==> src/rtl/vnv_pkg.sv <==
package vnv_pkg;

  localparam int          RND_W    = 16;
  localparam logic [15:0] RND_SEED = 16'hACE1;

  // one step of the maximal-length sequence x^16+x^14+x^13+x^11+1
  function automatic logic [RND_W-1:0] rnd_step(input logic [RND_W-1:0] s);
    return {s[RND_W-2:0], s[15] ^ s[13] ^ s[12] ^ s[10]};
  endfunction

  typedef enum logic [2:0] {
    OP_IDLE,
    OP_MISS_SHIFT,
    OP_MISS_FILL,
    OP_HIT_VIC,
    OP_HIT_NXT,
    OP_HIT_ORD
  } vnv_op_e;

endpackage

==> src/rtl/vnv_lfsr.sv <==
module vnv_lfsr
  import vnv_pkg::*;
(
  input  logic             clk,
  input  logic             rst_n,
  input  logic             adv,
  output logic [RND_W-1:0] rnd
);

  logic [RND_W-1:0] rnd_q;
  logic [RND_W-1:0] rnd_d;

  always_comb begin
    rnd_d = rnd_q;
    if (adv) rnd_d = rnd_step(rnd_q);
  end

  always_ff @(posedge clk or negedge rst_n) begin
    if (!rst_n) rnd_q <= RND_SEED;
    else        rnd_q <= rnd_d;
  end

  assign rnd = rnd_q;

endmodule

==> src/rtl/vnv_pick.sv <==
module vnv_pick #(
  parameter int WAYS  = 8,
  parameter int WAY_W = $clog2(WAYS)
) (
  input  logic [7:0]       rnd_lo,
  input  logic [WAY_W-1:0] excl_a,
  input  logic [WAY_W-1:0] excl_b,
  output logic [WAY_W-1:0] pick
);

  localparam int NORD = WAYS - 2;

  int unsigned k;
  int unsigned cnt;

  always_comb begin
    k    = 32'(rnd_lo) % 32'(NORD);
    cnt  = 0;
    pick = '0;
    for (int w = 0; w < WAYS; w++) begin
      if (WAY_W'(w) != excl_a && WAY_W'(w) != excl_b) begin
        if (cnt == k) pick = WAY_W'(w);
        cnt = cnt + 1;
      end
    end
  end

endmodule

==> src/rtl/vnv_table.sv <==
module vnv_table #(
  parameter int SETS  = 64,
  parameter int WAY_W = 3,
  parameter int SET_W = $clog2(SETS)
) (
  input  logic             clk,
  input  logic             rst_n,
  input  logic [SET_W-1:0] rd_set,
  output logic [WAY_W-1:0] rd_vic,
  output logic [WAY_W-1:0] rd_nxt,
  input  logic             wr_en,
  input  logic [SET_W-1:0] wr_set,
  input  logic [WAY_W-1:0] wr_vic,
  input  logic [WAY_W-1:0] wr_nxt
);

  logic [WAY_W-1:0] vic_arr [SETS];
  logic [WAY_W-1:0] nxt_arr [SETS];

  for (genvar g = 0; g < SETS; g++) begin : g_set
    logic             ce;
    logic [WAY_W-1:0] vic_q;
    logic [WAY_W-1:0] nxt_q;

    assign ce = wr_en && (wr_set == SET_W'(g));

    always_ff @(posedge clk or negedge rst_n) begin
      if (!rst_n) begin
        vic_q <= WAY_W'(0);
        nxt_q <= WAY_W'(1);
      end else if (ce) begin
        vic_q <= wr_vic;
        nxt_q <= wr_nxt;
      end
    end

    assign vic_arr[g] = vic_q;
    assign nxt_arr[g] = nxt_q;
  end

  assign rd_vic = vic_arr[rd_set];
  assign rd_nxt = nxt_arr[rd_set];

endmodule

==> src/rtl/vnv_repl_ctrl.sv <==
module vnv_repl_ctrl
  import vnv_pkg::*;
#(
  parameter int WAYS  = 8,
  parameter int SETS  = 64,
  parameter int WAY_W = $clog2(WAYS),
  parameter int SET_W = $clog2(SETS)
) (
  input  logic             clk,
  input  logic             rst_n,
  input  logic             acc_vld,
  input  logic [SET_W-1:0] acc_set,
  input  logic             acc_hit,
  input  logic [WAY_W-1:0] acc_way,
  input  logic [WAYS-1:0]  line_valid,
  output logic [WAY_W-1:0] repl_way
);

  // reset: asserted asynchronously, released on the clock
  logic [1:0] rst_sync_q;
  logic       rst_int_n;

  always_ff @(posedge clk or negedge rst_n) begin
    if (!rst_n) rst_sync_q <= 2'b00;
    else        rst_sync_q <= {rst_sync_q[0], 1'b1};
  end
  assign rst_int_n = rst_sync_q[1];

  logic [RND_W-1:0] rnd;
  logic [WAY_W-1:0] vic_cur;
  logic [WAY_W-1:0] nxt_cur;
  logic [WAY_W-1:0] rnd_pick;
  logic [WAY_W-1:0] vic_new;
  logic [WAY_W-1:0] nxt_new;
  logic             upd;
  logic             all_valid;
  logic [WAY_W-1:0] first_inv;
  vnv_op_e          op;

  vnv_lfsr u_rnd (
    .clk   (clk),
    .rst_n (rst_int_n),
    .adv   (acc_vld),
    .rnd   (rnd)
  );

  vnv_table #(.SETS(SETS), .WAY_W(WAY_W), .SET_W(SET_W)) u_tab (
    .clk    (clk),
    .rst_n  (rst_int_n),
    .rd_set (acc_set),
    .rd_vic (vic_cur),
    .rd_nxt (nxt_cur),
    .wr_en  (upd),
    .wr_set (acc_set),
    .wr_vic (vic_new),
    .wr_nxt (nxt_new)
  );

  vnv_pick #(.WAYS(WAYS), .WAY_W(WAY_W)) u_pick (
    .rnd_lo (rnd[7:0]),
    .excl_a (vic_cur),
    .excl_b (nxt_cur),
    .pick   (rnd_pick)
  );

  // lowest-numbered invalid way
  always_comb begin
    first_inv = '0;
    for (int w = WAYS - 1; w >= 0; w--) begin
      if (!line_valid[w]) first_inv = WAY_W'(w);
    end
  end

  assign all_valid = &line_valid;
  assign repl_way  = all_valid ? vic_cur : first_inv;

  // classify the access
  always_comb begin
    op = OP_IDLE;
    if (acc_vld) begin
      if (!acc_hit)                op = all_valid ? OP_MISS_SHIFT : OP_MISS_FILL;
      else if (acc_way == vic_cur) op = OP_HIT_VIC;
      else if (acc_way == nxt_cur) op = OP_HIT_NXT;
      else                         op = OP_HIT_ORD;
    end
  end

  // next pointer pair for the addressed set
  always_comb begin
    vic_new = vic_cur;
    nxt_new = nxt_cur;
    upd     = 1'b0;
    unique case (op)
      OP_MISS_SHIFT, OP_HIT_VIC: begin
        vic_new = nxt_cur;
        nxt_new = rnd_pick;
        upd     = 1'b1;
      end
      OP_HIT_NXT: begin
        nxt_new = rnd_pick;
        upd     = 1'b1;
      end
      default: begin
        upd = 1'b0;
      end
    endcase
  end

endmodule

==> config.mk <==
export PLATFORM = sky130hd
export DESIGN_NAME = vnv_repl_ctrl
export DESIGN_NICKNAME = d
export VERILOG_FILES = /design/src/rtl/vnv_pkg.sv /design/src/rtl/vnv_lfsr.sv /design/src/rtl/vnv_pick.sv /design/src/rtl/vnv_table.sv /design/src/rtl/vnv_repl_ctrl.sv
export SDC_FILE = /design/constraint.sdc
export NUM_CORES = 1
export LEC_CHECK = 0
export BUFFER_PORTS_ARGS = -buffer_cell sky130_fd_sc_hd__buf_2
export CAP_MARGIN = 20
export CORE_UTILIZATION = 60
export CTS_BUF_LIST = sky130_fd_sc_hd__clkbuf_2
export CTS_CLUSTER_SIZE = 10
export DETAILED_ROUTE_END_ITERATION = 8
export HOLD_SLACK_MARGIN = 0.05
export PLACE_DENSITY = 0.76
export SLEW_MARGIN = 10
export SYNTH_ARGS = -nofsm -noshare
export SYNTH_HDL_FRONTEND = slang
export SYNTH_HIERARCHICAL = 1
export SYNTH_SLANG_ARGS = --single-unit
export TNS_END_PERCENT = 20
==> constraint.sdc <==
create_clock -name clk -period 11.5 [get_ports clk]
set_clock_uncertainty 0.2 [all_clocks]
set_input_delay 0.575 -clock clk [delete_from_list [all_inputs] [get_ports clk]]
set_output_delay 0.575 -clock clk [all_outputs]
set_load 0.01 [all_outputs]
==> summary.txt, run 1 <==
Layout
  • Layout Nets: 1639
  • Area of the multi-input gates: 10400 um^2
  • Post-route cell area: 22600 um^2
  • FILL cells: 2588
  • Area Overhead vs Synth: 6.54%
  • Layout cells sized above 1: 49.0%
  • Reg area: 10200 um^2

Critical path
  • Crit path max fanout: 44
  • FF-to-FF End: u_tab/g_set[50].nxt_q[2]
  • CP Data Required Time: 12180 ps
  • Crit path top cell by count: ha_1
  • CP max stage delay: 680 ps
  • Worst path arrival time: 8970 ps
  • R2R cell count: 30
  • RR Startpoint: u_tab/g_set[5].vic_q[1]
  • FF-to-FF setup slack: 3490 ps
  • Kind of end point of the critical path: register
  • Critical Path Slowest Stage Cell: mux4_1
  • Critical path launch point type: input port
  • Worst setup path start: acc_set[0]
  • Crit path kind: input port to register
  • Critical path endpoint: u_tab/g_set[50].nxt_q[2]

Synth
  • Synth unique cells: 107
  • Async S/R FF share, synth: 100%
  • Post-Syn Instances: 1563
  • EDFF count, synth: 0
  • Fraction of the yosys area taken by sequential cells: 47.7%
  • Mapped Area: 21300 um^2
  • Yosys warnings: 6
  • Synth Register Bits: 402
  • Predominant post-synthesis flop cell: dfrtp_1
  • Post-synthesis net count: 1592
  • Syn avg cell area: 13.6 um^2

Detailed routing
  • Vias/cell: 6.39
  • Total vias in the final route: 13800
  • Starting DRC count in detailed routing: 855
  • DRT Wirelength: 49800 um
  • DRT Pass-1 Iters: 5
  • Average wire per standard cell: 23.1 um
  • ANT nets after route: 0
  • DRC Markers: 0

Power
  • Power per cell area: 184 nW/um^2
  • Switching pwr: 0.00155 W
  • VDD IR max: 0.227 mV
  • P_int: 0.00262 W
  • Flop pwr share: 38.4%
  • Sw frac: 37.2%
  • Clk pwr share: 25.1%
  • Comb pwr share: 36.5%
  • Tot Pwr: 0.00418 W
  • P_leak: 10.8 nW

Global route
  • Largest net degree at the start of global routing: 88
  • Global-route wire length before repair: 79300 um
  • Vias in the first global route: 14200
  • Initial antenna violation count: 2
  • All-Layer GR Usage: 28.7%
  • Grt ovf: 0

Floorplan
  • Die Y: 190 um
  • Die X: 190 um
  • Initial Utilization: 61.2%
  • Core ar.: 34700 um^2
  • Top-Level Pins: 24
  • Row Count: 68
  • Die area: 36200 um^2

Timing
  • Final Hold Vio Count: 0
  • Final hold slack: 75.7 ps
  • Max Transition Viols Final: 0
  • Final cycle utilization of the critical path: 72.1%
  • F_max: 121 MHz
  • Setup TNS: 0 ps
  • Final setup fails: 0
  • RSZ-0062 raised after global routing: false
  • Final Critical Period: 8290 ps
  • Slack of the critical path: 3210 ps
  • Slew of the pin with the lowest slew margin: 1170 ps
  • Relative slew margins: 21.2%

CTS
  • CTS Buf Count: 103
  • Root Driver: clkbuf_2
  • CTS tree: built
  • Post-CTS Resized: 0
  • Clock Sinks: 402
  • Worst-Skew Late Latency: 1040 ps
  • Htree depth: 3
  • Postcts setup bufs: 0
  • Clock-pin slew on the worst setup and hold paths: 110 ps
  • Clk buf depth: 3

Outcome
  • Status: finished, final reports clean

Placed design
  • Post-DP Area: 21500 um^2
  • IO buf count: 23
  • Final HPWL from detailed placement: 31900 um
  • Final GP Congestion: 0.898
  • Pre-CTS setup slack: 2200 ps

Worst hold path
  • HP Class: register to async pin

Flow run
  • MaxCap Viol Count: 0
-- cell type report --
| type | instances | share of cell area, % |
|---|---|---|
| clock buffers | 167 | 3.69 |
| clock inverters | 28 | 0.956 |
| repair buffers | 49 | 1.71 |
| multi-input cells | 1040 | 46.0 |
| inverters | 14 | 0.232 |
| well taps | 455 | 2.51 |
| flip-flops and latches | 402 | 44.8 |
| diodes | 2 | 0.0221 |
-- sequential cells by signal (all words and copies together) (netlist names) --
name / flops
u_tab/g_set.nxt_q: 192
u_rnd/rnd: 16
u_tab/g_set.vic_q: 192
rst_sync_q: 2
-- cell usage in the layout (no fill, tap or decap), types with 8 or more instances in the layout --
master	netlist	final
a21oi_1	12	12
nor3_1	17	17
nand3b_1	8	8
mux4_2	57	57
clkinv_1	1	22
inv_1	13	13
buf_2	19	21
ha_1	8	8
o22a_1	8	8
buf_4	7	21
a31oi_1	14	14
o21ai_0	17	17
xor2_1	11	11
o22ai_1	12	12
o221ai_1	8	8
nand2_1	84	84
mux2_2	409	415
o211ai_1	10	10
nor2b_1	9	9
nor2_1	58	58
mux2i_1	19	19
mux2_4	8	8
and3_1	9	9
nand2b_1	13	13
nor2_2	12	12
xnor2_1	24	24
nand3_1	25	25
a211oi_1	8	8
mux4_1	27	27
clkbuf_2	0	167
dfrtp_1	330	329
dfstp_2	72	72
-- worst min-delay path by stage --
stage                  startpoint  depth (start not counted)                        to
global placement    rst_sync_q[0]                          0             rst_sync_q[1]
global route        rst_sync_q[1]                          0  u_tab/g_set[60].nxt_q[2]
detailed placement  rst_sync_q[0]                          0             rst_sync_q[1]
finish              rst_sync_q[1]                          0  u_tab/g_set[60].nxt_q[2]
CTS                         rst_n                          3             rst_sync_q[1]
floorplan                   rst_n                          0             rst_sync_q[0]
-- cells by family (layout without fill, tap and decap cells) --
logic type	count (synthesis)	after routing	synth area share [%]
XOR/XNOR	41	41	2.02
flip-flops	402	402	47.7
AND/OR/NAND/NOR	305	305	7.76
other	1	3	0.0176
AO/OA/AOI/OAI	158	158	5.84
buffers and inverters	121	258	3.20
adder cells (fa/ha/maj)	8	8	0.471
multiplexers	527	527	32.9
-- stage by stage --
step,instances,util (%)
floorplan,1563,-
global placement,1954,61.9
detailed placement,1955,62.0
CTS,2153,65.1
global route,2157,65.2
finish,2157,65.2
-- critical path: cells and delay by family --
kind | cells | cell delay, ps
AO/OA/AOI/OAI | 8 | 1970
buffers and inverters | 4 | 1610
AND/OR/NAND/NOR | 9 | 1580
multiplexers | 3 | 1480
adder cells (fa/ha/maj) | 4 | 1190
XOR/XNOR | 2 | 510
-- metal layers --
metal | wire (um) | up-vias | GRT usage [%]
li1 | - | 6067 | -
met1 | 21100 | 7161 | 39.1
met2 | 24200 | 485 | 45.6
met3 | 3190 | 81 | 5.65
met4 | 1300 | 0 | 11.5
met5 | 0 | - | 0
-- power groups by stage --
stage	sequential [W]	clock (W)	combinational [W]
4_1_cts	0.00160	0.00108	0.00150
3_3_place_gp	0.00163	0	0.00147
5_1_grt	0.00162	0.00116	0.00166
3_5_place_dp	0.00163	0	0.00149
6_report	0.00160	0.00105	0.00153
2_1_floorplan	0.00158	0	0.00124
-- cells in the mapped netlist, drive strengths merged, types with 14 or more instances --
master	number	share of area, %
mux4	85	9.5
mux2i	19	0.89
nor3	18	0.45
nor2	70	1.4
a31oi	14	0.41
mux2	423	23
buf	53	1.9
o21ai	25	0.61
dfstp	72	8.9
xnor2	26	1.1
clkbuf	53	0.97
nand2	85	1.5
nand3	25	0.59
dfrtp	330	39
-- timing repair --
| item | CTS | global route |
|---|---|---|
| endpoints found under the setup margin | 0 | 0 |
| endpoints found under the hold margin | 18 | 0 |
| hold buffers | 3 | 0 |
No activity file was read; power rests on OpenSTA's default activity.
==> run 2: changes to the inputs <==
Settings changed: CORE_UTILIZATION 60 to 66, PLACE_DENSITY 0.76 to 0.8.
Clock period 11.5 ns to 8.04 ns, I/O delays scaled along.
==> summary.txt, run 2 (synthesized netlist as in run 1, its figures left out) <==
Floorplan
  • Die X: 181 um (-4.6%)
  • Die Y: 181 um (-4.6%)
  • Row Count: 65 (-4.4%)
  • Core ar.: 31600 um^2 (-8.9%)
  • Die area: 32900 um^2 (-9.0%)
  • Initial Utilization: 67.2% (+6.0 points)
  • Top-Level Pins: 24 (unchanged)

Critical path
  • Crit path top cell by count: ha_1
  • Crit path buf inv count: 4 (unchanged)
  • Crit path kind: register to register
  • CP max stage delay: 540 ps (-140 ps)
  • CP Data Required Time: 8680 ps (-3500 ps)
  • Critical path launch point type: register
  • Kind of end point of the critical path: register
  • Crit path max fanout: 64 (+45%)
  • Worst path arrival time: 7740 ps (-1230 ps)
  • CP delay by family, top: compound AO/OA/AOI/OAI gates
  • R2R cell count: 29 (-3.3%)
  • Critical path depth: 29 (-3.3%)
  • FF-to-FF setup slack: 940 ps (-2550 ps)
  • Critical Path Slowest Stage Cell: mux4_1

Outcome
  • Status: finished, final reports clean

CTS
  • Htree depth: 3 (unchanged)
  • Worst-Skew Late Latency: 1030 ps (about the same)
  • Post-CTS Resized: 0 (unchanged)
  • Hold Buf Count CTS: 4 (+1)
  • Clock-pin slew on the worst setup and hold paths: 100 ps (about the same)
  • CTS Buf Count: 104 (+0.97%)
  • Postcts setup bufs: 0 (unchanged)
  • Clock Sinks: 402 (unchanged)
  • Clk buf depth: 3 (unchanged)
  • CTS tree: built
  • Root Driver: clkbuf_2

Placed design
  • Final GP Congestion: 0.900 (+0.22%)
  • Final HPWL from detailed placement: 34000 um (+6.6%)
  • IO buf count: 23 (unchanged)

Timing
  • Max Transition Viols Final: 0 (unchanged)
  • Slew of the pin with the lowest slew margin: 1040 ps (-133 ps)
  • RSZ-0062 raised after global routing: false
  • Final setup fails: 0 (unchanged)
  • Final cycle utilization of the critical path: 88.3%
  • Setup TNS: 0 ps (unchanged)
  • F_max: 141 MHz
  • Relative slew margins: 30.6% (+9.4 points)
  • Final Critical Period: 7100 ps
  • Final Hold Vio Count: 0 (unchanged)

Power
  • Switching pwr: 0.00224 W (+44%)
  • P_leak: 10.9 nW (+0.88%)
  • P_int: 0.00367 W (+40%)
  • Clk pwr share: 23.8% (-1.3 points)
  • Flop pwr share: 38.8% (+0.4 points)
  • Sw frac: 37.9% (+0.67 points)
  • Comb pwr share: 37.4% (+0.9 points)
  • VDD IR max: 0.248 mV (+9.2%)
  • Power per cell area: 260 nW/um^2 (+41%)

Global route
  • Initial antenna violation count: 3 (+1)
  • Met2 usage in global routing: 50.0% (+4.3 points)
  • Top Usage Layer GRT: met2
  • Met1 Usage GRT: 44.4% (+5.2 points)
  • Grt ovf: 0 (unchanged)
  • Global-route wire length before repair: 82000 um (+3.4%)
  • Vias in the first global route: 14700 (+2.9%)
  • Largest net degree at the start of global routing: 193 (+120%)
  • Met3 usage: 8.12% (+2.5 points)
  • All-Layer GR Usage: 32.5% (+3.8 points)

Layout
  • Layout Nets: 1667 (+1.7%)
  • Commonest cells after routing, fill and taps aside: mux2_2 (415), dfrtp_1 (329), clkbuf_2 (161)
  • Layout cells sized above 1: 49.5% (+0.48 points)
  • Area Overhead vs Synth: 6.90%
  • Commonest non-fill, non-tap cell in the layout: mux2_2
  • Util after Layout: 71.8% (+6.6 points)

Detailed routing
  • Average wire per standard cell: 24.1 um (+4.2%)
  • DRT Wirelength: 51300 um (+3.0%)
  • DRC Markers: 0 (unchanged)
  • Vias/cell: 6.65 (+4.1%)
  • DRT Pass-1 Iters: 6 (+1)
  • Starting DRC count in detailed routing: 1325 (+55%)
  • Total vias in the final route: 14200 (+2.9%)
  • ANT nets after route: 0 (unchanged)

Worst hold path
  • Hold Path Stages: 0
  • HP Class: register to register

Flow run
  • MaxCap Viol Count: 0 (unchanged)
==> run 2: cell types whose count changed in the layout (fill, tap and decap cells not counted), sizes merged <==
| cell | delta |
|---|---|
| clkinv | +8 |
| dlygate4sd3 | +1 |
| buf | +26 |
| bufinv | -3 |
| inv | +2 |
| clkbuf | -6 |
| diode | +1 |
==> run 2: path summary, 6_finish.rpt <==
kind | start | endpoint
max | u_tab/g_set[53].vic_q[0] | u_tab/g_set[23].nxt_q[2]
min | rst_sync_q[0] | rst_sync_q[1]
max reg2reg | u_tab/g_set[53].vic_q[0] | u_tab/g_set[23].nxt_q[2]
min reg2reg | rst_sync_q[0] | rst_sync_q[1]
max in group asynchronous | rst_sync_q[1] | u_tab/g_set[10].nxt_q[2]
min in group asynchronous | rst_sync_q[1] | u_tab/g_set[43].vic_q[1]
==> run 2: power by group through the flow <==
stage,Combinational (W),Sequential (W),Clock (W)
after global placement,0.00214,0.00232,0
after CTS,0.00219,0.00229,0.00144
after floorplan,0.00177,0.00226,0
after detailed placement,0.00217,0.00233,0
after global routing,0.00240,0.00232,0.00157
final,0.00221,0.00229,0.00141
==> run 2: worst reg2reg max path: cells and delay by family (launching register included) <==
family	cells	cell delay, ps
compound gates	8	1630
xor+xnor	3	620
fa+ha+maj	4	1100
buf+inv	4	590
flops	1	390
mux	3	1170
simple gates	7	1270
==> run 2: layout make-up <==
class / instances / area (um^2)
clock buffers: 161 / 806
multi-input cells: 1040 / 10400
fillers: 2147 / 8910
well taps: 402 / 503
repair buffers: 76 / 603
diodes: 3 / 7.51
flip-flops and latches: 402 / 10200
clock inverters: 35 / 171
inverters: 14 / 52.6
==> run 2: metrics by stage <==
stage               cells  power [W]  setup slack (ps)  hold slack (ps)  area (um^2)
floorplan            1563    0.00403               738            -93.6        21300
global placement     1930    0.00446               495            -10.2        21700
detailed placement   1930    0.00450               361            -10.4        21700
CTS                  2130    0.00592              1030             89.3        22700
global route         2132    0.00628               507              111        22700
finish               2133    0.00591               941              166        22700
==> run 2: layer usage <==
| metal | routed length (um) | vias up | part of all wire [%] |
|---|---|---|---|
| li1 | - | 6118 | - |
| met1 | 21500 | 7316 | 42 |
| met2 | 24100 | 618 | 47 |
| met3 | 3870 | 143 | 7.5 |
| met4 | 1860 | 0 | 3.6 |
| met5 | 0 | - | 0 |
